**src/rtl/ps2_hold_pkg.sv**
```systemverilog
package ps2_hold_pkg;

  localparam logic LINE_IDLE = 1'b1;

  function automatic int unsigned hold_cycles(input int unsigned clk_khz,
                                              input int unsigned hold_us);
    int unsigned c;
    c = (clk_khz * hold_us) / 1000;
    if (c == 0) c = 1;
    return c;
  endfunction

endpackage

```
**src/rtl/ps2h_sync.sv**
```systemverilog
module ps2h_sync #(
  parameter int unsigned STAGES = 2,
  parameter logic        RST_VAL = 1'b1
) (
  input  logic              clk,
  input  logic              rst,
  input  logic              d,
  output logic [STAGES-1:0] q
);

  // q[0] is the newest sample; q[STAGES-1] the oldest
  genvar g;
  generate
    for (g = 0; g < STAGES; g++) begin : g_stage
      if (g == 0) begin : g_first
        always_ff @(posedge clk) begin
          if (rst) q[g] <= RST_VAL;
          else     q[g] <= d;
        end
      end else begin : g_next
        always_ff @(posedge clk) begin
          if (rst) q[g] <= RST_VAL;
          else     q[g] <= q[g-1];
        end
      end
    end
  endgenerate

endmodule

```
**src/rtl/ps2h_edge.sv**
```systemverilog
module ps2h_edge (
  input  logic clk,
  input  logic rst,
  input  logic clk_new,
  input  logic clk_old,
  input  logic dat_sync,
  output logic any_edge,
  output logic fall_q,
  output logic dat_q
);
  import ps2_hold_pkg::*;

  logic fall_c;

  assign any_edge = clk_new ^ clk_old;
  assign fall_c   = ~clk_new & clk_old;

  always_ff @(posedge clk) begin
    if (rst) begin
      fall_q <= 1'b0;
      dat_q  <= LINE_IDLE;
    end else begin
      fall_q <= fall_c;
      dat_q  <= dat_sync;
    end
  end

endmodule

```
**src/rtl/ps2h_timer.sv**
```systemverilog
module ps2h_timer #(
  parameter int unsigned RELOAD = 6250,
  parameter int unsigned CW     = $clog2(RELOAD + 1)
) (
  input  logic          clk,
  input  logic          rst,
  input  logic          reload,
  output logic [CW-1:0] cnt,
  output logic          held
);

  logic [CW-1:0] cnt_nxt;

  // reload has priority over reaching zero
  always_comb begin
    if (reload)         cnt_nxt = CW'(RELOAD);
    else if (cnt != '0) cnt_nxt = cnt - CW'(1);
    else                cnt_nxt = '0;
  end

  always_ff @(posedge clk) begin
    if (rst) begin
      cnt  <= '0;
      held <= 1'b0;
    end else begin
      cnt  <= cnt_nxt;
      held <= (cnt_nxt != '0);
    end
  end

endmodule

```
**src/rtl/ps2_key_hold.sv**
```systemverilog
module ps2_key_hold #(
  parameter int unsigned CLK_KHZ    = 125000,
  parameter int unsigned TIMEOUT_US = 50
) (
  input  logic clk,
  input  logic rst,
  input  logic ps2_clk_i,
  input  logic ps2_dat_i,
  output logic key_held_o,
  output logic ps2_fall_o,
  output logic ps2_dat_o
);
  import ps2_hold_pkg::*;

  localparam int unsigned RELOAD  = hold_cycles(CLK_KHZ, TIMEOUT_US);
  localparam int unsigned CW      = $clog2(RELOAD + 1);
  localparam int unsigned CLK_STG = 3;
  localparam int unsigned DAT_STG = 2;

  logic [CLK_STG-1:0] clk_pipe;
  logic [DAT_STG-1:0] dat_pipe;
  logic               any_edge;
  logic [CW-1:0]      tmr_cnt;

  ps2h_sync #(.STAGES(CLK_STG), .RST_VAL(LINE_IDLE)) u_clk_sync (
    .clk(clk), .rst(rst), .d(ps2_clk_i), .q(clk_pipe)
  );

  ps2h_sync #(.STAGES(DAT_STG), .RST_VAL(LINE_IDLE)) u_dat_sync (
    .clk(clk), .rst(rst), .d(ps2_dat_i), .q(dat_pipe)
  );

  // only stages 1 and 2 (already synchronized) feed the edge logic
  ps2h_edge u_edge (
    .clk      (clk),
    .rst      (rst),
    .clk_new  (clk_pipe[1]),
    .clk_old  (clk_pipe[2]),
    .dat_sync (dat_pipe[1]),
    .any_edge (any_edge),
    .fall_q   (ps2_fall_o),
    .dat_q    (ps2_dat_o)
  );

  ps2h_timer #(.RELOAD(RELOAD), .CW(CW)) u_timer (
    .clk    (clk),
    .rst    (rst),
    .reload (any_edge),
    .cnt    (tmr_cnt),
    .held   (key_held_o)
  );

endmodule

```
**config.mk**
```make
export PLATFORM = sky130hd
export DESIGN_NAME = ps2_key_hold
export DESIGN_NICKNAME = d
export VERILOG_FILES = /design/src/rtl/ps2_hold_pkg.sv /design/src/rtl/ps2h_sync.sv /design/src/rtl/ps2h_edge.sv /design/src/rtl/ps2h_timer.sv /design/src/rtl/ps2_key_hold.sv
export SDC_FILE = /design/constraint.sdc
export NUM_CORES = 1
export LEC_CHECK = 0
export ABC_AREA = 1
export BUFFER_PORTS_ARGS = -buffer_cell sky130_fd_sc_hd__buf_2
export CAP_MARGIN = 10
export CORE_MARGIN = 5
export CORE_UTILIZATION = 57
export CTS_CLUSTER_SIZE = 25
export DETAILED_ROUTE_END_ITERATION = 12
export PLACE_DENSITY = 0.76
export SYNTH_ARGS = -nofsm -noshare
export SYNTH_HDL_FRONTEND = slang
export SYNTH_SLANG_ARGS = --single-unit
export TNS_END_PERCENT = 5
```
**constraint.sdc**
```tcl
create_clock -name clk -period 1.9 [get_ports clk]
set_clock_uncertainty 0.15 [all_clocks]
set_input_delay 0.19 -clock clk [delete_from_list [all_inputs] [get_ports clk]]
set_output_delay 0.19 -clock clk [all_outputs]
set_load 0.02 [all_outputs]
```
Word level (Yosys, flattened, before mapping)
Index checks and enable logic that the tools add are counted.
{"block": "totals", "ff_bits": 21, "latchBits": 0, "mem_bits_rw": 0, "rom_bits": 0, "in_bits": 4, "output_inout_bits": 3, "elab_cells": 17, "memories": 0}
{"block": "op_classes", "n_addsub": 1, "mul": 0, "div_mod_pow": 0, "magnitude_cmp": 0, "n_eq_ne": 0, "shifts": 0, "n_mux": 2, "bitwise_logic": 3, "n_reduce_logical": 2}
{"op": "13-bit two-way mux", "count": 2}
{"op": "13-bit nonzero test", "count": 2}
{"op": "13-bit by 1-bit subtractor with 13-bit output (second input constant)", "count": 1}
{"op": "1-bit bitwise AND", "count": 1}
{"op": "1-bit NOT", "count": 1}
{"op": "1-bit bitwise XOR", "count": 1}

Logic depth before layout (Yosys ltp)
Gate-level depths: netlist (run 1).
{"block": "logic_depth", "word_depth": 4, "ltp_mapped": 13, "ltp_nobuf": 13}

Cells and area by module
A second synthesis (run 1) with hierarchy kept.
{"block": "hier_totals", "cells_unflattened": 163, "area_unflattened_um2": 1069.8}
{"mod": "ps2h_timer", "instances": 1, "cells_each": 136, "area_each_um2": 843.3, "seq_area_each_um2": 280.3}
{"mod": "ps2h_sync at u_clk_sync", "instances": 1, "cells_each": 10, "area_each_um2": 88.8, "seq_area_each_um2": 60.1}
{"mod": "ps2h_edge", "instances": 1, "cells_each": 10, "area_each_um2": 78.8, "seq_area_each_um2": 40.0}
{"mod": "ps2h_sync at u_dat_sync", "instances": 1, "cells_each": 7, "area_each_um2": 58.8, "seq_area_each_um2": 40.0}

Worst setup path after synthesis (run 1)
Ideal clock, no wire load.
{"block": "synth_path", "path_kind": "register -> register", "start": "register u_timer.cnt[0]", "end": "register u_timer.held", "setup_time_ps": 113, "arrival_time_ps": 1374, "required_time_ps": 1637, "path_slack_ps": 264, "path_stages_with_launch": 14, "path_buffers": 0, "period_less_slack_ps": 1636, "path_cell_list": "dfxtp_1 > inv_2 > ha_1 > nand3_4 > nor2_4 > nand2_4 > nand2_1 > nand2_1 > nor2_1 > nand2_1 > nor2_2 > nand2_1 > nand2_1 > nand2_1"}
{"block": "synth_between", "elab_chain_cells": 4, "elab_cells_between_ends": 5, "cone_classes": "add/sub: 1; mux: 2; reduce/logical: 2"}
{"item": "from (decl)", "line_no": "ps2h_timer.sv:8", "text": "output logic [CW-1:0] cnt,"}
{"item": "from (signal assigned)", "line_no": "ps2h_timer.sv:26", "text": "cnt <= cnt_nxt;"}
{"item": "13-bit by 1-bit subtractor with 13-bit output or 13-bit nonzero test (tied branches)", "line_no": "ps2h_timer.sv:17", "text": "else if (cnt != '0) cnt_nxt = cnt - CW'(1);"}
{"item": "13-bit two-way mux (*)", "line_no": "ps2h_timer.sv:17"}
{"item": "13-bit two-way mux (*)", "line_no": "ps2h_timer.sv:16", "text": "if (reload) cnt_nxt = CW'(RELOAD);"}
{"item": "13-bit nonzero test (*)", "line_no": "ps2h_timer.sv:27", "text": "held <= (cnt_nxt != '0);"}
{"item": "to (signal assigned)", "line_no": "ps2h_timer.sv:27"}
{"item": "to (decl)", "line_no": "ps2h_timer.sv:9", "text": "output logic held"}
Every way passes the cells marked *; elsewhere a longest branch is shown, timed or not.
A chain may end at the register's enable or synchronous reset.

Worst setup path in the final report (run 1)
Same ends and word-level chain as after synthesis.

==> impl_metrics.ini, run 1 <==
[clock_tree]
clock_path_buffers = 2
clkSinkCount = 21
cts.clk_slew.worst_paths_ps = 120
cts_tree = yes
cts_buffers = 3
clk-insertion-delay-late_ps = 310
htree_num_levels = 1
clock-root-buffer = clkbuf_4

[floorplan]
die_x_um = 52.6
die_h_um = 52.6
core_mm2 = 0.00173
io_pins = 7
num_rows = 15
die_area_mm2 = 0.00276
start_util = 0.599

[yosys]
synth_xor_area_frac = 0.00847
muxShareOfSynthArea = 0
synth_seq_cells = 21
synth_fa_ha_area_frac = 0.0242
synth.yosys.seq_area_share = 0.407
ys_types = 23
syn_inst = 144
synth_top_family_by_area = simple AND/OR/NAND/NOR gates
synthSimpleGateAreaFrac = 0.426
synth_compound_area_frac = 0.0496
avgSynthCellArea_um2 = 7.18
syn_nets = 150
syn_area_mm2 = 0.00103
yosysWarnings = 0

[setup_path]
worstSetupPathType = reg2reg
critPathMaxFanout = 8
start_kind = flip-flop
cp.arrival_ps = 1830
cp-end-kind = flip-flop
crit_required_ps = 1960

[global_route]
grt_max_degree = 20
antenna_found_initial = 0
grt_pass1_wl_mm = 3.53
grt_usage = 0.173
grt_pass1_vias = 841
grt_overflow = 0

[run]
cap_violations = 0

[hold_path]
min_path_type = in2reg

[final_layout]
final.fill_count = 154
mostFrequentLayoutCells = nand2_1, nor2_1, dfxtp_1
final_area_mm2 = 0.00118
post_layout_nonfiller_instances = 182
layout_commonest_cell = nand2_1
diodes = 0
nets = 164
drive_gt1_frac = 0.255
syn2layout_area_growth_pct = 14.6

[power]
p_leak_nw = 0.581
switchingPower_mw = 1.12
p_int_mw = 1.19
p_sw_frac = 0.485
p_per_area_mw_per_mm2 = 1950
clockPowerShare = 0.094
power_mw = 2.31
p_comb_frac = 0.601
power_frac_seq = 0.305
peakVddDrop_mv = 1.13

[timing]
fmax_mhz = 566
setup_viol = 0
fin_crit_sh = 0.930
maxSlewViolCount = 0
period_needed_ps = 1770
worst_slew_pin_slew_ps = 313
hold_viol_final = 0
slew-limit-headroom = 0.791

[placement]
hpwl_mm = 1.44
port_buffers = 6
gp_congestion = 0.790
place_inst = 173
dpl_cell_area_mm2 = 0.00109

[route]
post-route-drc-count = 0
drt_wl_total_mm = 2.04
vias_per_cell = 4.97
drt_pass1_iterations = 5
wl_per_cell_um = 11.2
via_count = 905
ant_nets = 0
drtIter0Drc = 23

[run_status]
status = finished, final reports clean
[power by group through the flow]
| stage | Clock [mW] | Sequential (mW) | Combinational (mW) |
|---|---|---|---|
| global route | 0.238 | 0.727 | 1.56 |
| CTS | 0.216 | 0.702 | 1.25 |
| finish | 0.217 | 0.706 | 1.39 |
| detailed placement | 0 | 0.713 | 1.24 |
| global placement | 0 | 0.709 | 1.21 |
| floorplan | 0 | 0.697 | 1.03 |
[logic make-up (layout without fill, tap and decap cells)]
family,count (synthesis),count (layout)
fa+ha+maj,2,2
flops,21,21
simple gates,88,88
buf+inv,23,36
xor+xnor,1,1
compound gates,9,9
[cells in the mapped netlist]
| master | count | share of area |
|---|---|---|
| nand4_1 | 3 | 0.018 |
| o21bai_1 | 1 | 0.0073 |
| a21oi_1 | 6 | 0.029 |
| nand3_1 | 9 | 0.044 |
| xnor2_1 | 1 | 0.0085 |
| nand2_4 | 1 | 0.011 |
| nor2_1 | 22 | 0.080 |
| nor3_1 | 1 | 0.0048 |
| dfxtp_1 | 21 | 0.41 |
| clkbuf_1 | 2 | 0.0073 |
| inv_2 | 2 | 0.0073 |
| nand2_1 | 35 | 0.13 |
| nand3_2 | 1 | 0.0097 |
| ha_1 | 2 | 0.024 |
| or2_2 | 5 | 0.030 |
| nor2_2 | 2 | 0.012 |
| nand3_4 | 1 | 0.017 |
| inv_1 | 18 | 0.065 |
| nor2_4 | 5 | 0.054 |
| nand2_2 | 3 | 0.018 |
| a31o_1 | 1 | 0.0085 |
| buf_2 | 1 | 0.0048 |
| o21ai_0 | 1 | 0.0048 |
[flip-flops by register name (all words and copies together) (netlist names)]
| name | flops |
|---|---|
| u_timer.cnt | 13 |
| u_clk_sync.q | 3 |
| u_edge.fall_q | 1 |
| u_timer.held | 1 |
| u_edge.dat_q | 1 |
| u_dat_sync.q | 2 |
[metal layers]
layer  vias to the layer above  wire length (µm)  global-route usage
li1                        468                 -                   -
met1                       408               880               0.207
met2                        20              1030               0.289
met3                         9                82              0.0342
met4                         0                51              0.0851
met5                         -                 0                   0
[final timing paths]
check	depth (start not counted)	startpoint	to	slack, ps
max reg2reg	13	u_timer.cnt[0]	u_timer.held	130
min reg2reg	1	u_clk_sync.q[0]	u_clk_sync.q[1]	270
max	13	u_timer.cnt[0]	u_timer.held	130
min	2	rst	u_timer.cnt[2]	90
[repair_timing]
item,in CTS,in global routing
endpoints found under the hold margin,2,0
endpoints found under the setup margin,0,1
setup buffers,0,3
gates resized for setup,0,7
hold buffers,2,0
[layout make-up]
type                            count  area [µm²]  share of cell area
Multi-Input combinational cell    100         549               0.464
Sequential cell                    21         422               0.356
Timing Repair Buffer               12        80.1              0.0676
Inverter                           20        75.1              0.0634
Tap cell                           25        31.3              0.0264
Clock buffer                        3        22.5              0.0190
Clock inverter                      1        5.00             0.00422
[stage by stage]
stage | setup slack [ps] | hold slack, ps | util | setup TNS, ps
global placement | 165 | 222 | 0.631 | 0
CTS | 71.9 | 98.0 | 0.659 | 0
finish | 133 | 85.7 | 0.686 | 0
global route | -16.9 | 118 | 0.686 | -16.9
detailed placement | 105 | 224 | 0.631 | 0
floorplan | 264 | 144 | - | 0
[worst max-delay path: stages (launching register included)]
cell     delay, ps
dfxtp_2        340
inv_2           80
ha_4           160
nand3_4        100
nor2_4         170
nand2_4        130
nand2_2         80
nand2_1         70
nor2_1         100
nand2_1         70
nor2_2          70
nand2_1         50
nand2_1         50
nand2_1         40
Power figures use the tool's default switching activity.
==> run 2, diff against run 1 <==
--- a/config.mk
+++ b/config.mk
@@ -5,14 +5,13 @@
 export SDC_FILE = /design/constraint.sdc
 export NUM_CORES = 1
 export LEC_CHECK = 0
-export ABC_AREA = 1
 export BUFFER_PORTS_ARGS = -buffer_cell sky130_fd_sc_hd__buf_2
 export CAP_MARGIN = 10
 export CORE_MARGIN = 5
-export CORE_UTILIZATION = 57
+export CORE_UTILIZATION = 56
 export CTS_CLUSTER_SIZE = 25
 export DETAILED_ROUTE_END_ITERATION = 12
-export PLACE_DENSITY = 0.76
+export PLACE_DENSITY = 0.75
 export SYNTH_ARGS = -nofsm -noshare
 export SYNTH_HDL_FRONTEND = slang
 export SYNTH_SLANG_ARGS = --single-unit
==> run 2 against run 1 <==
Via count decreased by 16%; synthesized cell count shrank 30%; power fell by 12%; sequential power up 3%; largest power group unchanged; cell area shrank 7.6%; worst setup slack lost 96 ps; critical path depth fell by 6; non-clock buffer count up 5; synthesized area shrank 12%; wire length decreased by 12%.
==> impl_metrics.ini, run 2 <==
[run_status]
status = finished, final reports clean

[final_layout]
regMostFlops = u_timer.cnt
final.fill_count = 125
syn2layout_area_growth_pct = 19.7
nets = 126
layout_commonest_cell = dfxtp_1
regArea_um2 = 423
multi_input_area_um2 = 484
mostFrequentLayoutCells = dfxtp_1, nand2_1, nor2_1, buf_4, a21oi_1
final_area_mm2 = 0.00109
largest_reg_flops = 13
top_regs = u_timer.cnt x13, u_clk_sync.q x3, u_dat_sync.q x2
post_layout_nonfiller_instances = 135
diodes = 0
fin_util = 0.718
drive_gt1_frac = 0.303

[route]
drtIter0Drc = 7
via_count = 759
drt_pass1_iterations = 4
post-route-drc-count = 0
vias_per_cell = 5.62
ant_nets = 0
wl_per_cell_um = 13.4
drt_wl_total_mm = 1.80

[yosys]
synth_seq_cells = 21
synth.most_common_cell = dfxtp_1
async_flop_share = 0
ys.flop_type = dfxtp_1
syn_nets = 107
avgSynthCellArea_um2 = 9.06
synthTopCellsByCount = dfxtp_1, nand2_1, nor2_1
synth_area_leaders = dfxtp_1, xnor2_1, a21oi_1
synth_top_area_frac = 0.460
synth.yosys.seq_area_share = 0.460
ys_types = 31
yosysWarnings = 0
synth_area_leader_cell = dfxtp_1
syn_inst = 101
syn_area_um2 = 915
synth-edff-count = 0

[clock_tree]
clkSinkCount = 21
cts_buffers = 3
clock_path_buffers = 2
clk-insertion-delay-late_ps = 300
cts.clk_slew.worst_paths_ps = 110
cts_tree = yes
htree_num_levels = 1
post-cts-setup-buffers = 0
clock-root-buffer = clkbuf_4

[timing]
slew-limit-headroom = 0.713
whs_ps = 54.4
worst_slew_pin_slew_ps = 427
period_needed_ps = 1860
post-route-worst-setup-slack_ps = 37.0
maxSlewViolCount = 0
setup_viol = 0
fin_crit_sh = 0.981
rsz0062_at_grt = true
fmax_mhz = 537
hold_viol_final = 0

[setup_path]
worstSetupPathType = reg2reg
ff2ff_setup_slack_ps = 40
crit_buf_inv = 1
crit_required_ps = 1960
cp-end-kind = flip-flop
r2r_start = u_timer.cnt[0]
crit_top_cell = a21oi_1
path_cells = inv_2 -> ha_4 -> or3b_4 -> and2_1 -> a21oi_1 -> a21oi_1 -> a31o_1
start_kind = flip-flop
r2r-end = u_timer.held
critPathMaxFanout = 3
slowest_stage = or3b_4
cp.arrival_ps = 1920
r2r_cells = 7
max_stage_delay_ps = 400
cp_top_family = simple AND/OR/NAND/NOR gates

[hold_path]
hold_depth = 2
min_path_type = in2reg
min_from = rst
holdPathEnd = u_timer.cnt[1]

[placement]
gp_congestion = 0.865
dpl_cell_area_mm2 = 0.00102
place_inst = 129
dp_slack_ps = -11.9
hpwl_mm = 1.31
port_buffers = 6

[power]
p_per_area_mw_per_mm2 = 1870
p_comb_frac = 0.542
peakVddDrop_mv = 1.25
p_int_mw = 1.20
clockPowerShare = 0.104
p_sw_frac = 0.411
power_frac_seq = 0.354
p_leak_nw = 0.462
switchingPower_uw = 840

[global_route]
grt_pass1_vias = 752
grt_overflow = 0
grt_use_met1 = 0.179
grt_max_degree = 16
grt.busiest_layer = met2
gr-usage-met3 = 0.0296
antenna_found_initial = 0
grt_pass1_wl_mm = 3.00
grt_usage = 0.154
globalRouteMet2Util = 0.251

[floorplan]
die_h_um = 50.4
core_mm2 = 0.00152
num_rows = 14
die_area_mm2 = 0.00254
die_x_um = 50.4
start_util = 0.600
io_pins = 7

[run]
cap_violations = 0
==> run 2: changes by cell type after synthesis, sizes merged, moves of 2 or more <==
cell and change:
nand2 -29, xnor2 +4, nor3b +2, nor3 +3
nand3 -6, nor4 +3, xor2 +2, a21oi +2
inv -14, o31ai +2, nor2 -20
==> run 2: through the flow <==
| step | total power, mW | setup TNS [ps] |
|---|---|---|
| floorplan | 1.44 | 0 |
| global placement | 1.75 | 0 |
| detailed placement | 1.77 | -11.9 |
| CTS | 1.99 | 0 |
| global route | 2.20 | -18.5 |
| finish | 2.04 | 0 |
==> run 2: cells by family after synthesis <==
group | count (synthesis) | synth area share
and+or+nand+nor | 46 | 0.283
AOI/OAI and AO/OA | 16 | 0.126
buffers and inverters | 9 | 0.0369
adders and majority gates | 2 | 0.0274
DFF | 21 | 0.460
xor gates and xnor gates | 7 | 0.0670
==> run 2: final cells by class <==
cell class	count	share of cell area
clock buffers	3	0.0206
clock inverters	1	0.00457
inverters	6	0.0206
multi-input cells	71	0.442
flip-flops and latches	21	0.386
well taps	16	0.0183
repair buffers	17	0.107
==> run 2: timing repair <==
item / CTS / global route
setup endpoints to repair: 1 / 1
pin swaps: 3 / 1
endpoints found under the hold margin: 2 / 0
hold buffers: 2 / 0
resized for setup: 1 / 5
==> run 2: power groups by stage <==
stage | registers (mW) | logic [mW] | clock network, mW
final | 0.724 | 1.11 | 0.212
after global routing | 0.744 | 1.21 | 0.246
after CTS | 0.711 | 1.06 | 0.220
after detailed placement | 0.718 | 1.05 | 0
after global placement | 0.713 | 1.04 | 0
after floorplan | 0.704 | 0.740 | 0
==> run 2: worst reg2reg max path, cell delays in order, from the launching register on <==
cell	delay (ps)
dfxtp_2	340
inv_2	60
ha_4	140
or3b_4	400
and2_1	190
a21oi_1	200
a21oi_1	100
a31o_1	190
==> run 2: worst max-delay path by stage <==
stage	from	endpoint	slack (ps)	cells past startpoint
2_1_floorplan	u_timer.cnt[0]	u_timer.held	10	7
3_3_place_gp	u_timer.cnt[0]	u_timer.held	40	7
3_5_place_dp	u_timer.cnt[1]	u_timer.held	-10	7
4_1_cts	u_timer.cnt[0]	u_timer.held	4	7
5_1_grt	u_timer.cnt[0]	u_timer.held	-20	7
6_report	u_timer.cnt[0]	u_timer.held	40	7
==> run 2: routing by layer <==
| layer | up-vias | routed length, µm |
|---|---|---|
| li1 | 390 | - |
| met1 | 342 | 807 |
| met2 | 21 | 855 |
| met3 | 6 | 81 |
| met4 | 0 | 59 |
| met5 | - | 0 |
==> run 3, diff against run 2 <==
--- a/config.mk
+++ b/config.mk
@@ -12,6 +12,7 @@
 export CTS_CLUSTER_SIZE = 25
 export DETAILED_ROUTE_END_ITERATION = 12
 export PLACE_DENSITY = 0.75
+export REMOVE_ABC_BUFFERS = 1
 export SYNTH_ARGS = -nofsm -noshare
 export SYNTH_HDL_FRONTEND = slang
 export SYNTH_SLANG_ARGS = --single-unit
==> run 3 against run 2 <==
The run now ends with setup timing left; non-clock buffer count unchanged; cell count unchanged; clock power down 3%; critical path depth unchanged; sequential power about the same; global-route usage up 0.68 points; largest cell class unchanged; sequential share of layout area up 0.15 points; die area unchanged; power down 0.47%; cell area down 0.69%.
==> impl_metrics.ini, run 3 (synthesis gave the netlist of run 2 again) <==
[final_layout]
diodes = 0
top_regs = u_timer.cnt x13, u_clk_sync.q x3, u_dat_sync.q x2
syn2layout_area_growth_pct = 18.9
final.fill_count = 119
largest_reg_flops = 13
mostFrequentLayoutCells = dfxtp_1, nand2_1, nor2_1, buf_4, a21oi_1
drive_gt1_frac = 0.269
nets = 126
fin_util = 0.713
regMostFlops = u_timer.cnt
layout_commonest_cell = dfxtp_1

[global_route]
grt_pass1_wl_mm = 3.21
grt_usage = 0.161
grt_pass1_vias = 754
grt_overflow = 0
grt_max_degree = 16
antenna_found_initial = 0

[timing]
period_needed_ps = 1940
fmax_mhz = 516
maxSlewViolCount = 0
worst_slew_pin_slew_ps = 437
setup_viol = 1
slew-limit-headroom = 0.706
rsz0062_at_grt = true
post-route-worst-setup-slack_ps = -39.3
whs_ps = 64.0
fin_crit_sh = 1.02
hold_viol_final = 0

[floorplan]
num_rows = 14
die_area_mm2 = 0.00254
die_x_um = 50.4
start_util = 0.600
die_h_um = 50.4
core_mm2 = 0.00152
io_pins = 7

[setup_path]
worstSetupPathType = reg2reg
cp-end-kind = flip-flop
start_kind = flip-flop
r2r_cells = 7
cp.arrival_ps = 1990
critPathMaxFanout = 3
ff2ff_setup_slack_ps = -40
crit_required_ps = 1950

[hold_path]
hold_depth = 2
min_path_type = in2reg

[route]
via_count = 772
drt_pass1_iterations = 4
drtIter0Drc = 14
post-route-drc-count = 0
wl_per_cell_um = 14.1
drt_wl_total_mm = 1.90
ant_nets = 0
vias_per_cell = 5.72

[clock_tree]
clock-root-buffer = clkbuf_4
clk-insertion-delay-late_ps = 300
cts_tree = yes
cts.clk_slew.worst_paths_ps = 110
post-cts-setup-buffers = 0
clkSinkCount = 21
htree_num_levels = 1
cts_buffers = 3
clock_path_buffers = 2

[power]
p_leak_nw = 0.461
peakVddDrop_mv = 1.06
p_per_area_mw_per_mm2 = 1870

[run]
cap_violations = 0

[run_status]
status = finished, violations left
failed_checks = setup timing

[placement]
hpwl_mm = 1.38
port_buffers = 6
gp_congestion = 0.863
==> run 3: changes by cell type in the layout (fill, tap and decap cells not counted) <==
| cell | before | now |
|---|---|---|
| clkbuf_1 | 0 | 1 |
| clkinv_2 | 1 | 0 |
| dfxtp_1 | 19 | 20 |
| dfxtp_2 | 2 | 1 |
| ha_1 | 1 | 2 |
| ha_4 | 1 | 0 |
| inv_1 | 4 | 6 |
| inv_2 | 2 | 0 |
| xor2_1 | 2 | 1 |
| xor2_2 | 0 | 1 |
==> run 3: per-layer routing <==
| layer | track usage | share of wire |
|---|---|---|
| met3 | 0.0562 | 0.058 |
| met4 | 0.0511 | 0.010 |
| met2 | 0.274 | 0.52 |
| met1 | 0.188 | 0.41 |
| met5 | 0 | 0 |
==> run 3: worst paths after layout <==
path                   start         endpoint
max           u_timer.cnt[0]     u_timer.held
min                      rst   u_timer.cnt[1]
max reg2reg   u_timer.cnt[0]     u_timer.held
min reg2reg  u_clk_sync.q[0]  u_clk_sync.q[1]
==> run 3: repair_timing <==
item	CTS	global route
endpoints found under the hold margin	2	0
setup endpoints to repair	1	2
gates resized for setup	0	4
pin swaps	2	0
hold buffers	2	0
cloned	0	0
==> run 3: metrics by stage <==
step | worst slack [ps] | std cells | power, mW | instance area (µm²) | setup TNS [ps]
2_1_floorplan | -10.5 | 98 | 1.43 | 903 | -10.5
3_3_place_gp | 32.4 | 129 | 1.74 | 1020 | 0
3_5_place_dp | -55.6 | 129 | 1.77 | 1020 | -55.6
4_1_cts | -31.8 | 135 | 1.99 | 1070 | -31.8
5_1_grt | -120 | 135 | 2.21 | 1090 | -120
6_report | -39.3 | 135 | 2.03 | 1090 | -39.3
==> run 3: cell type report <==
class	instances	area, µm²	area share
Multi-Input combinational cell	71	479	0.441
Sequential cell	21	422	0.388
Timing Repair Buffer	17	118	0.108
Clock buffer	4	26.3	0.0242
Inverter	6	22.5	0.0207
Tap cell	16	20.0	0.0184
==> run 3: power breakdown <==
part | internal [mW] | switching [mW] | leakage, nW
Clock | 0.0818 | 0.123 | 0.0150
Sequential | 0.569 | 0.157 | 0.174
Combinational | 0.542 | 0.560 | 0.272
Total | 1.19 | 0.841 | 0.461
==> run 3: worst max-delay path: stages, from the launching register on <==
cell and delay [ps]:
dfxtp_1 320, inv_1 60, ha_1 170, or3b_4 410, o31ai_4 190, and4bb_1 220, o2111ai_1 110, a31o_1 210
